File: src/rtl/uart_mm_pkg.sv
package uart_mm_pkg;

    typedef enum logic [1:0] {
        TX_IDLE,
        TX_START,
        TX_DATA,
        TX_STOP
    } tx_state_t;

    typedef enum logic [1:0] {
        RX_IDLE,
        RX_START,
        RX_DATA,
        RX_STOP
    } rx_state_t;

    // Byte offsets of the three words
    localparam int unsigned OFS_DATA = 0;
    localparam int unsigned OFS_CTRL = 4;
    localparam int unsigned OFS_CLK  = 8;

    // Data word flag positions
    localparam int unsigned RXF_BIT = 8;
    localparam int unsigned TXF_BIT = 9;

    // Control word field positions
    localparam int unsigned MODE_LO   = 2;
    localparam int unsigned TXOVR_BIT = 7;
    localparam int unsigned RXOVR_BIT = 8;

endpackage

File: src/rtl/uart_mm_tx.sv
module uart_mm_tx
    import uart_mm_pkg::*;
#(
    parameter int unsigned DATA_BITS = 8,
    parameter int unsigned OVS       = 16
) (
    input  logic                 clk,
    input  logic                 rst_n,
    input  logic                 tick,
    input  logic                 load,
    input  logic [DATA_BITS-1:0] load_byte,
    output logic                 ready,
    output logic                 txd
);
    localparam int unsigned CW = $clog2(OVS);
    localparam int unsigned IW = $clog2(DATA_BITS);
    localparam logic [CW-1:0] CNT_LAST = CW'(OVS - 1);
    localparam logic [IW-1:0] IDX_LAST = IW'(DATA_BITS - 1);

    tx_state_t            state_q, state_d;
    logic [CW-1:0]        cnt_q, cnt_d;
    logic [IW-1:0]        idx_q, idx_d;
    logic [DATA_BITS-1:0] sh_q, sh_d;
    logic                 bit_end;

    assign bit_end = tick && (cnt_q == CNT_LAST);

    always_comb begin
        state_d = state_q;
        cnt_d   = cnt_q;
        idx_d   = idx_q;
        sh_d    = sh_q;
        if (state_q != TX_IDLE && tick) begin
            cnt_d = bit_end ? '0 : cnt_q + 1'b1;
        end
        unique case (state_q)
            TX_IDLE: begin
                if (load) begin
                    state_d = TX_START;
                    cnt_d   = '0;
                    idx_d   = '0;
                    sh_d    = load_byte;
                end
            end
            TX_START: begin
                if (bit_end) state_d = TX_DATA;
            end
            TX_DATA: begin
                if (bit_end) begin
                    sh_d  = sh_q >> 1;
                    idx_d = idx_q + 1'b1;
                    if (idx_q == IDX_LAST) state_d = TX_STOP;
                end
            end
            TX_STOP: begin
                if (bit_end) state_d = TX_IDLE;
            end
        endcase
    end

    always_ff @(posedge clk) begin
        if (!rst_n) begin
            state_q <= TX_IDLE;
            cnt_q   <= '0;
            idx_q   <= '0;
            sh_q    <= '0;
        end else begin
            state_q <= state_d;
            cnt_q   <= cnt_d;
            idx_q   <= idx_d;
            sh_q    <= sh_d;
        end
    end

    always_comb begin
        ready = 1'b0;
        txd   = 1'b1;
        unique case (state_q)
            TX_IDLE:  ready = 1'b1;
            TX_START: txd   = 1'b0;
            TX_DATA:  txd   = sh_q[0];
            TX_STOP:  txd   = 1'b1;
        endcase
    end

endmodule

File: src/rtl/uart_mm_rx.sv
module uart_mm_rx
    import uart_mm_pkg::*;
#(
    parameter int unsigned DATA_BITS = 8,
    parameter int unsigned OVS       = 16
) (
    input  logic                 clk,
    input  logic                 rst_n,
    input  logic                 tick,
    input  logic                 rxd_async,
    output logic                 done,
    output logic [DATA_BITS-1:0] byte_o
);
    localparam int unsigned CW = $clog2(OVS);
    localparam int unsigned IW = $clog2(DATA_BITS);
    localparam logic [CW-1:0] CNT_LAST = CW'(OVS - 1);
    localparam logic [CW-1:0] CNT_MID  = CW'(OVS / 2 - 1);
    localparam logic [IW-1:0] IDX_LAST = IW'(DATA_BITS - 1);

    logic [1:0]           sync_q;
    logic                 rxd_s;
    rx_state_t            state_q, state_d;
    logic [CW-1:0]        cnt_q, cnt_d;
    logic [IW-1:0]        idx_q, idx_d;
    logic [DATA_BITS-1:0] sh_q, sh_d;
    logic                 bit_end;

    assign rxd_s   = sync_q[1];
    assign bit_end = tick && (cnt_q == CNT_LAST);

    always_comb begin
        state_d = state_q;
        cnt_d   = cnt_q;
        idx_d   = idx_q;
        sh_d    = sh_q;
        unique case (state_q)
            RX_IDLE: begin
                if (tick && !rxd_s) begin
                    state_d = RX_START;
                    cnt_d   = '0;
                end
            end
            RX_START: begin
                if (tick) begin
                    if (cnt_q == CNT_MID) begin
                        state_d = rxd_s ? RX_IDLE : RX_DATA;
                        cnt_d   = '0;
                        idx_d   = '0;
                    end else begin
                        cnt_d = cnt_q + 1'b1;
                    end
                end
            end
            RX_DATA: begin
                if (tick) cnt_d = bit_end ? '0 : cnt_q + 1'b1;
                if (bit_end) begin
                    sh_d  = {rxd_s, sh_q[DATA_BITS-1:1]};
                    idx_d = idx_q + 1'b1;
                    if (idx_q == IDX_LAST) state_d = RX_STOP;
                end
            end
            RX_STOP: begin
                if (tick) cnt_d = bit_end ? '0 : cnt_q + 1'b1;
                if (bit_end) state_d = RX_IDLE;
            end
        endcase
    end

    always_ff @(posedge clk) begin
        if (!rst_n) begin
            sync_q  <= 2'b11;
            state_q <= RX_IDLE;
            cnt_q   <= '0;
            idx_q   <= '0;
            sh_q    <= '0;
        end else begin
            sync_q  <= {sync_q[0], rxd_async};
            state_q <= state_d;
            cnt_q   <= cnt_d;
            idx_q   <= idx_d;
            sh_q    <= sh_d;
        end
    end

    always_comb begin
        done   = 1'b0;
        byte_o = sh_q;
        unique case (state_q)
            RX_IDLE, RX_START, RX_DATA: done = 1'b0;
            RX_STOP: done = bit_end && rxd_s;
        endcase
    end

endmodule

File: src/rtl/uart_mm_regs.sv
module uart_mm_regs
    import uart_mm_pkg::*;
#(
    parameter int unsigned ADDR_W    = 4,
    parameter int unsigned DATA_BITS = 8
) (
    input  logic                 clk,
    input  logic                 rst_n,
    input  logic [ADDR_W-1:0]    bus_addr,
    input  logic                 bus_wr,
    input  logic [31:0]          bus_wdata,
    output logic [31:0]          bus_rdata,
    input  logic                 tx_ready,
    output logic                 tx_load,
    input  logic                 rx_done,
    input  logic [DATA_BITS-1:0] rx_byte,
    output logic                 rx_flag,
    output logic [DATA_BITS-1:0] rx_hold,
    output logic [1:0]           mode,
    output logic                 txovr,
    output logic                 rxovr,
    output logic [31:0]          clk_word
);
    localparam logic [ADDR_W-1:0] A_DATA = ADDR_W'(OFS_DATA);
    localparam logic [ADDR_W-1:0] A_CTRL = ADDR_W'(OFS_CTRL);
    localparam logic [ADDR_W-1:0] A_CLK  = ADDR_W'(OFS_CLK);

    logic wr_data, wr_ctrl, wr_clk, rx_ack;

    assign wr_data = bus_wr && (bus_addr == A_DATA);
    assign wr_ctrl = bus_wr && (bus_addr == A_CTRL);
    assign wr_clk  = bus_wr && (bus_addr == A_CLK);
    assign tx_load = wr_data && bus_wdata[TXF_BIT] && tx_ready;
    assign rx_ack  = wr_data && bus_wdata[RXF_BIT];

    always_ff @(posedge clk) begin
        if (!rst_n) begin
            rx_flag  <= 1'b0;
            rx_hold  <= '0;
            mode     <= 2'b00;
            txovr    <= 1'b0;
            rxovr    <= 1'b0;
            clk_word <= '0;
        end else begin
            if (rx_done && (!rx_flag || rx_ack)) begin
                rx_hold <= rx_byte;
                rx_flag <= 1'b1;
            end else if (rx_ack) begin
                rx_flag <= 1'b0;
            end
            if (wr_ctrl) begin
                mode  <= bus_wdata[MODE_LO+1:MODE_LO];
                txovr <= bus_wdata[TXOVR_BIT];
                rxovr <= bus_wdata[RXOVR_BIT];
            end
            if (wr_clk) clk_word <= bus_wdata;
        end
    end

    always_comb begin
        bus_rdata = '0;
        if (bus_addr == A_DATA) begin
            bus_rdata[DATA_BITS-1:0] = rx_hold;
            bus_rdata[RXF_BIT]       = rx_flag;
            bus_rdata[TXF_BIT]       = tx_ready;
        end else if (bus_addr == A_CTRL) begin
            bus_rdata[MODE_LO+1:MODE_LO] = mode;
            bus_rdata[TXOVR_BIT]         = txovr;
            bus_rdata[RXOVR_BIT]         = rxovr;
        end else if (bus_addr == A_CLK) begin
            bus_rdata = clk_word;
        end
    end

endmodule

File: src/rtl/uart_mm_top.sv
module uart_mm_top #(
    parameter int unsigned ADDR_W    = 4,
    parameter int unsigned DATA_BITS = 8,
    parameter int unsigned OVS       = 16
) (
    input  logic              clk,
    input  logic              rst_n,
    input  logic              baud_tick,
    input  logic [ADDR_W-1:0] bus_addr,
    input  logic              bus_wr,
    input  logic [31:0]       bus_wdata,
    output logic [31:0]       bus_rdata,
    input  logic              ser_rxd,
    output logic              ser_txd,
    output logic [1:0]        if_mode,
    output logic              tx_rdy_ovr,
    output logic              rx_rdy_ovr,
    output logic [31:0]       clk_cfg
);
    logic                 tx_ready, tx_load;
    logic                 rx_done, rx_flag;
    logic [DATA_BITS-1:0] rx_byte, rx_hold;

    uart_mm_tx #(.DATA_BITS(DATA_BITS), .OVS(OVS)) u_tx (
        .clk       (clk),
        .rst_n     (rst_n),
        .tick      (baud_tick),
        .load      (tx_load),
        .load_byte (bus_wdata[DATA_BITS-1:0]),
        .ready     (tx_ready),
        .txd       (ser_txd)
    );

    uart_mm_rx #(.DATA_BITS(DATA_BITS), .OVS(OVS)) u_rx (
        .clk       (clk),
        .rst_n     (rst_n),
        .tick      (baud_tick),
        .rxd_async (ser_rxd),
        .done      (rx_done),
        .byte_o    (rx_byte)
    );

    uart_mm_regs #(.ADDR_W(ADDR_W), .DATA_BITS(DATA_BITS)) u_regs (
        .clk       (clk),
        .rst_n     (rst_n),
        .bus_addr  (bus_addr),
        .bus_wr    (bus_wr),
        .bus_wdata (bus_wdata),
        .bus_rdata (bus_rdata),
        .tx_ready  (tx_ready),
        .tx_load   (tx_load),
        .rx_done   (rx_done),
        .rx_byte   (rx_byte),
        .rx_flag   (rx_flag),
        .rx_hold   (rx_hold),
        .mode      (if_mode),
        .txovr     (tx_rdy_ovr),
        .rxovr     (rx_rdy_ovr),
        .clk_word  (clk_cfg)
    );

endmodule

File: config.mk
export PLATFORM = sky130hd
export DESIGN_NAME = uart_mm_top
export DESIGN_NICKNAME = d
export VERILOG_FILES = /design/src/rtl/uart_mm_pkg.sv /design/src/rtl/uart_mm_tx.sv /design/src/rtl/uart_mm_rx.sv /design/src/rtl/uart_mm_regs.sv /design/src/rtl/uart_mm_top.sv
export SDC_FILE = /design/constraint.sdc
export NUM_CORES = 1
export LEC_CHECK = 0
export ABC_AREA = 1
export BUFFER_PORTS_ARGS = -buffer_cell sky130_fd_sc_hd__buf_2
export CORE_MARGIN = 2
export CORE_UTILIZATION = 47
export CTS_BUF_LIST = sky130_fd_sc_hd__clkbuf_16
export CTS_CLUSTER_SIZE = 10
export DETAILED_ROUTE_END_ITERATION = 8
export MAX_ROUTING_LAYER = met4
export PLACE_DENSITY = 0.76
export SYNTH_ARGS = -nofsm -noshare
export SYNTH_HDL_FRONTEND = slang
export SYNTH_SLANG_ARGS = --single-unit
File: constraint.sdc
create_clock -name clk -period 1.42 [get_ports clk]
set_input_delay 0.213 -clock clk [delete_from_list [all_inputs] [get_ports clk]]
set_output_delay 0.213 -clock clk [all_outputs]
set_load 0.1 [all_outputs]
==> impl.org <==
** Outcome
- Run status :: finished with violations
- Violated checks :: setup timing

** STA
- Post-layout worst setup margin :: -0.175 ns
- Of the available clock period, the critical path in the final layout requires 1.12.
- Setup violations remaining at the end of the flow were counted as 36.
- Post-route minimum period :: approximately 1.6 ns
- Actual slew at the worst max-slew pin :: just over 0.5 ns
- Setup repair after global routing could not meet its margin everywhere.
- Fin. Hold Viols :: 0
- Layout Skew :: a little under 0.005 ns
- Final sum of negative setup slack :: -2.21 ns
- Measured against its own limit, the worst slew margin works out to 0.661.
- Highest clock rate :: about 630 MHz
- The max-slew violation count is 0.

** GRT
- The first global-routing pass estimated 19200 um of wire.
- Via count of the first global-routing pass :: between 4000 and 5000
- Across every metal layer, demand over resource in global routing totals 0.285.
- Pin count of the biggest net entering global routing :: 39
- The initial antenna violation count came to 0.
- Summed over all layers, the global routing overflow is 0.

** Worst setup path
- Startpoint-to-endpoint class of the critical path :: flop to primary output
- Arrival time at the worst endpoint :: about 1.4 ns
- For this design, the slowest cell found on the critical path is sky130_fd_sc_hd__dfxtp_2.
- The critical path goes through inv_2, ha_4, inv_4, o22ai_4, buf_12.
- At the worst endpoint, the required time is between 1 and 1.5 ns.
- Crit-path max FO :: 3
- In this design, the stage delay of the slowest critical-path cell is about 0.33 ns.
- The worst setup path is captured at a primary output.
- STA classifies the critical path startpoint as a flop.

** Yosys
- Seq/Total Area, Yosys :: 0.428
- Flop and latch count out of synthesis :: between 80 and 90
- In this run the mean area of a mapped cell was about 7.4 sq um.
- Counting distinct cell types in the post-synthesis netlist gives 30.
- Post-Synthesis Net Count :: roughly 570
- For this run, asynchronously set or reset flops after synthesis account for 0.
- Netlist area before placement :: 0.00379 sq mm
- In the synthesized netlist the dominant register cell turns out to be sky130_fd_sc_hd__dfxtp_1.
- Cell count after synthesis :: between 500 and 600
- Warning count from the yosys run :: 0
- Number of enable flip-flop cells after synthesis :: 0

** CTS
- The clock reaches the later pin of the worst-skew pair after 0.34 ns.
- Number of buffers between clock root and the deepest sink :: 2
- After clock tree synthesis, the clock-pin slew on the worst setup and hold paths is about 0.06 ns.
- Number of buffers added by the clock tree synthesis step :: 9
- Number of levels in the clock H-tree :: 3
- CTS Sinks :: about 80
- TritonCTS clock tree :: done
- The cell sitting at the root of the clock tree is a sky130_fd_sc_hd__clkbuf_16.

** Final layout
- Storage element area :: 0.00171 sq mm
- Layout cell share with drive strength beyond 1 :: 0.490
- After filler insertion, the fill cell instance count of the layout stands at between 400 and 500.
- Total non-filler cell area in the finished layout :: ~0.0065 sq mm
- Area of the multi-input gates :: 0.00234 sq mm
- Count of antenna diodes in the layout :: 0
- Synth-to-Final Area Change :: 71.7%
- Final core utilization :: 0.838
- Layout Nets :: slightly above 700
- Post-layout instance count excluding filler cells :: between 700 and 800

** Route
- Dividing the detail-routed via count by the number of cells gives between 5 and 6.
- Post-detailed-route count of antenna-violating nets :: 0
- Routed wirelength normalized by instance count :: approximately 17 um
- DRC violations left :: 0
- Drt first pass iters :: 4
- Total Routed Length :: about 13000 um
- After the first detailed-routing iteration, the DRC count stood at ~180.
- The final route contains ~4200 vias.

** Floorplan
- The initial utilization of the core area, before any placement, comes to 0.488.
- Row count :: 32
- Measured along the y axis, the die boundary spans approximately 94 um.
- between 100 and 150 I/O pins were placed.
- The core region is 0.00777 sq mm.
- The die covers about 0.0088 sq mm.
- In this run the horizontal extent of the chip is 93.8 um.

** Power and ir drop
- Maximum VDD drop :: ~0.88 mV
- PwrDens :: ~1200 mW/mm^2
- Static Leak :: between 2 and 3 nW

** Placement
- Port buffering added approximately 110 buffers.
- At the placement stage, the worst setup path has a slack of -0.115 ns.
- # placed instances :: roughly 740
- The placed instances occupy a cell area of roughly 0.0056 sq mm.
- GPL Wtd Cong :: 0.807
- Final HPWL from detailed placement :: between 8000 and 9000 um

** Worst hold path
- Type of the worst min-delay path :: primary input to flop

** Run
- The tool flagged a number of max-cap violations equal to 0.
==> cell families after synthesis <==
group | share of synthesized area
fa+ha+maj | 0.0330
simple gates | 0.232
mux | 0.0185
buf+inv | 0.109
xor+xnor | 0.00924
compound gates | 0.170
flops | 0.428
==> placed cells by master (no fill, tap or decap), types with 4 or more instances in the layout <==
master / count
sky130_fd_sc_hd__buf_2: 75
sky130_fd_sc_hd__inv_1: 63
sky130_fd_sc_hd__o21ai_0: 53
sky130_fd_sc_hd__nor2_1: 49
sky130_fd_sc_hd__a21oi_1: 48
sky130_fd_sc_hd__nand2_1: 47
sky130_fd_sc_hd__buf_12: 43
sky130_fd_sc_hd__dfxtp_1: 39
sky130_fd_sc_hd__buf_4: 34
sky130_fd_sc_hd__nor2_4: 32
sky130_fd_sc_hd__dfxtp_2: 26
sky130_fd_sc_hd__dfxtp_4: 16
sky130_fd_sc_hd__nand4_1: 15
sky130_fd_sc_hd__nand2_2: 11
sky130_fd_sc_hd__a21oi_2: 11
sky130_fd_sc_hd__clkbuf_16: 9
sky130_fd_sc_hd__buf_6: 9
sky130_fd_sc_hd__inv_2: 8
sky130_fd_sc_hd__nand3b_1: 8
sky130_fd_sc_hd__mux2i_1: 7
sky130_fd_sc_hd__inv_4: 6
sky130_fd_sc_hd__o21ai_4: 6
sky130_fd_sc_hd__nand3_1: 5
sky130_fd_sc_hd__ha_1: 5
sky130_fd_sc_hd__nor2_2: 4
sky130_fd_sc_hd__nand3_4: 4
sky130_fd_sc_hd__nand2_4: 4
sky130_fd_sc_hd__o221ai_4: 4
sky130_fd_sc_hd__nand3_2: 4
sky130_fd_sc_hd__ha_4: 4
==> power breakdown <==
part | internal, mW | switching (mW)
Sequential | 2.42 | 0.0978
Combinational | 1.35 | 1.88
Clock | 1.36 | 0.993
Total | 5.13 | 2.97
==> cell usage after synthesis, types with 3 or more instances <==
library cell	instances	area, sq um
sky130_fd_sc_hd__dfxtp_1	81	1620
sky130_fd_sc_hd__nor2_1	80	300
sky130_fd_sc_hd__inv_1	72	270
sky130_fd_sc_hd__o21ai_0	60	300
sky130_fd_sc_hd__a21oi_1	59	295
sky130_fd_sc_hd__nand2_1	54	203
sky130_fd_sc_hd__clkbuf_1	16	60.1
sky130_fd_sc_hd__nand4_1	15	93.8
sky130_fd_sc_hd__ha_1	10	125
sky130_fd_sc_hd__nand2_2	9	56.3
sky130_fd_sc_hd__nand3_1	9	45.0
sky130_fd_sc_hd__nand3b_1	8	60.1
sky130_fd_sc_hd__mux2i_1	7	70.1
sky130_fd_sc_hd__o221ai_1	5	43.8
sky130_fd_sc_hd__buf_4	4	30.0
sky130_fd_sc_hd__inv_2	3	11.3
sky130_fd_sc_hd__nor2_4	3	33.8
sky130_fd_sc_hd__or2_2	3	18.8
==> stage by stage <==
stage | power (mW) | hold WS, ns
2_1_floorplan | 4.31 | 0.320
3_3_place_gp | 5.00 | 0.412
3_5_place_dp | 5.08 | 0.414
4_1_cts | 7.68 | 0.0718
5_1_grt | 8.45 | 0.0824
6_report | 8.10 | 0.0689
==> flip-flops by register name, summed over array words and instances, names as in the netlist, named ones only <==
| signal | cells |
|---|---|
| u_regs.clk_word | 32 |
| u_regs.mode | 2 |
| u_regs.rx_flag | 1 |
| u_regs.rx_hold | 8 |
| u_regs.rxovr | 1 |
| u_regs.txovr | 1 |
| u_rx.byte_o | 8 |
| u_rx.cnt_q | 4 |
| u_rx.idx_q | 3 |
| u_rx.state_q | 1 |
| u_rx.sync_q | 2 |
| u_tx.cnt_q | 4 |
| u_tx.idx_q | 3 |
| u_tx.sh_q | 8 |
| u_tx.state_q | 2 |
==> final cells by class <==
cell class	count	area share
Timing Repair inverter	1	0.00115
Sequential cell	81	0.263
Tap cell	102	0.0196
Clock inverter	7	0.0108
Timing Repair Buffer	167	0.264
Inverter	77	0.0467
Multi-Input combinational cell	334	0.360
Clock buffer	9	0.0346
==> worst paths after layout <==
kind                            cells past startpoint                 to  slack [ns]       startpoint
worst max-delay path                                5       bus_rdata[9]       -0.17  u_tx.state_q[1]
worst min-delay path                                2     u_rx.sync_q[0]        0.07          ser_rxd
worst max register to register                     10  u_regs.rx_hold[0]       -0.16    u_rx.cnt_q[1]
worst min register to register                      1     u_rx.sync_q[1]        0.42   u_rx.sync_q[0]
==> routing by layer <==
metal | GRT usage | wire length (um) | vias up
li1 | - | - | 1987
met1 | 0.310 | 5000 | 2051
met2 | 0.513 | 6940 | 154
met5 | - | 0 | -
met4 | 0.112 | 364 | 0
met3 | 0.0546 | 803 | 32
==> timing repair <==
item,4_1_cts,5_1_grt
hold buffers,0,0
buffers inserted,9,13
setup endpoints to repair,44,67
pin swaps,35,34
gates resized for setup,42,44
gates cloned,6,1
==> critical path: cells and delay by family, from the launching register on <==
| family | cells | cell delay, ns |
|---|---|---|
| buffers and inverters | 3 | 0.34 |
| flip-flops | 1 | 0.33 |
| AO/OA/AOI/OAI | 1 | 0.19 |
| adder cells (fa/ha/maj) | 1 | 0.17 |
Note: power is estimated with default switching activity, not from simulation.
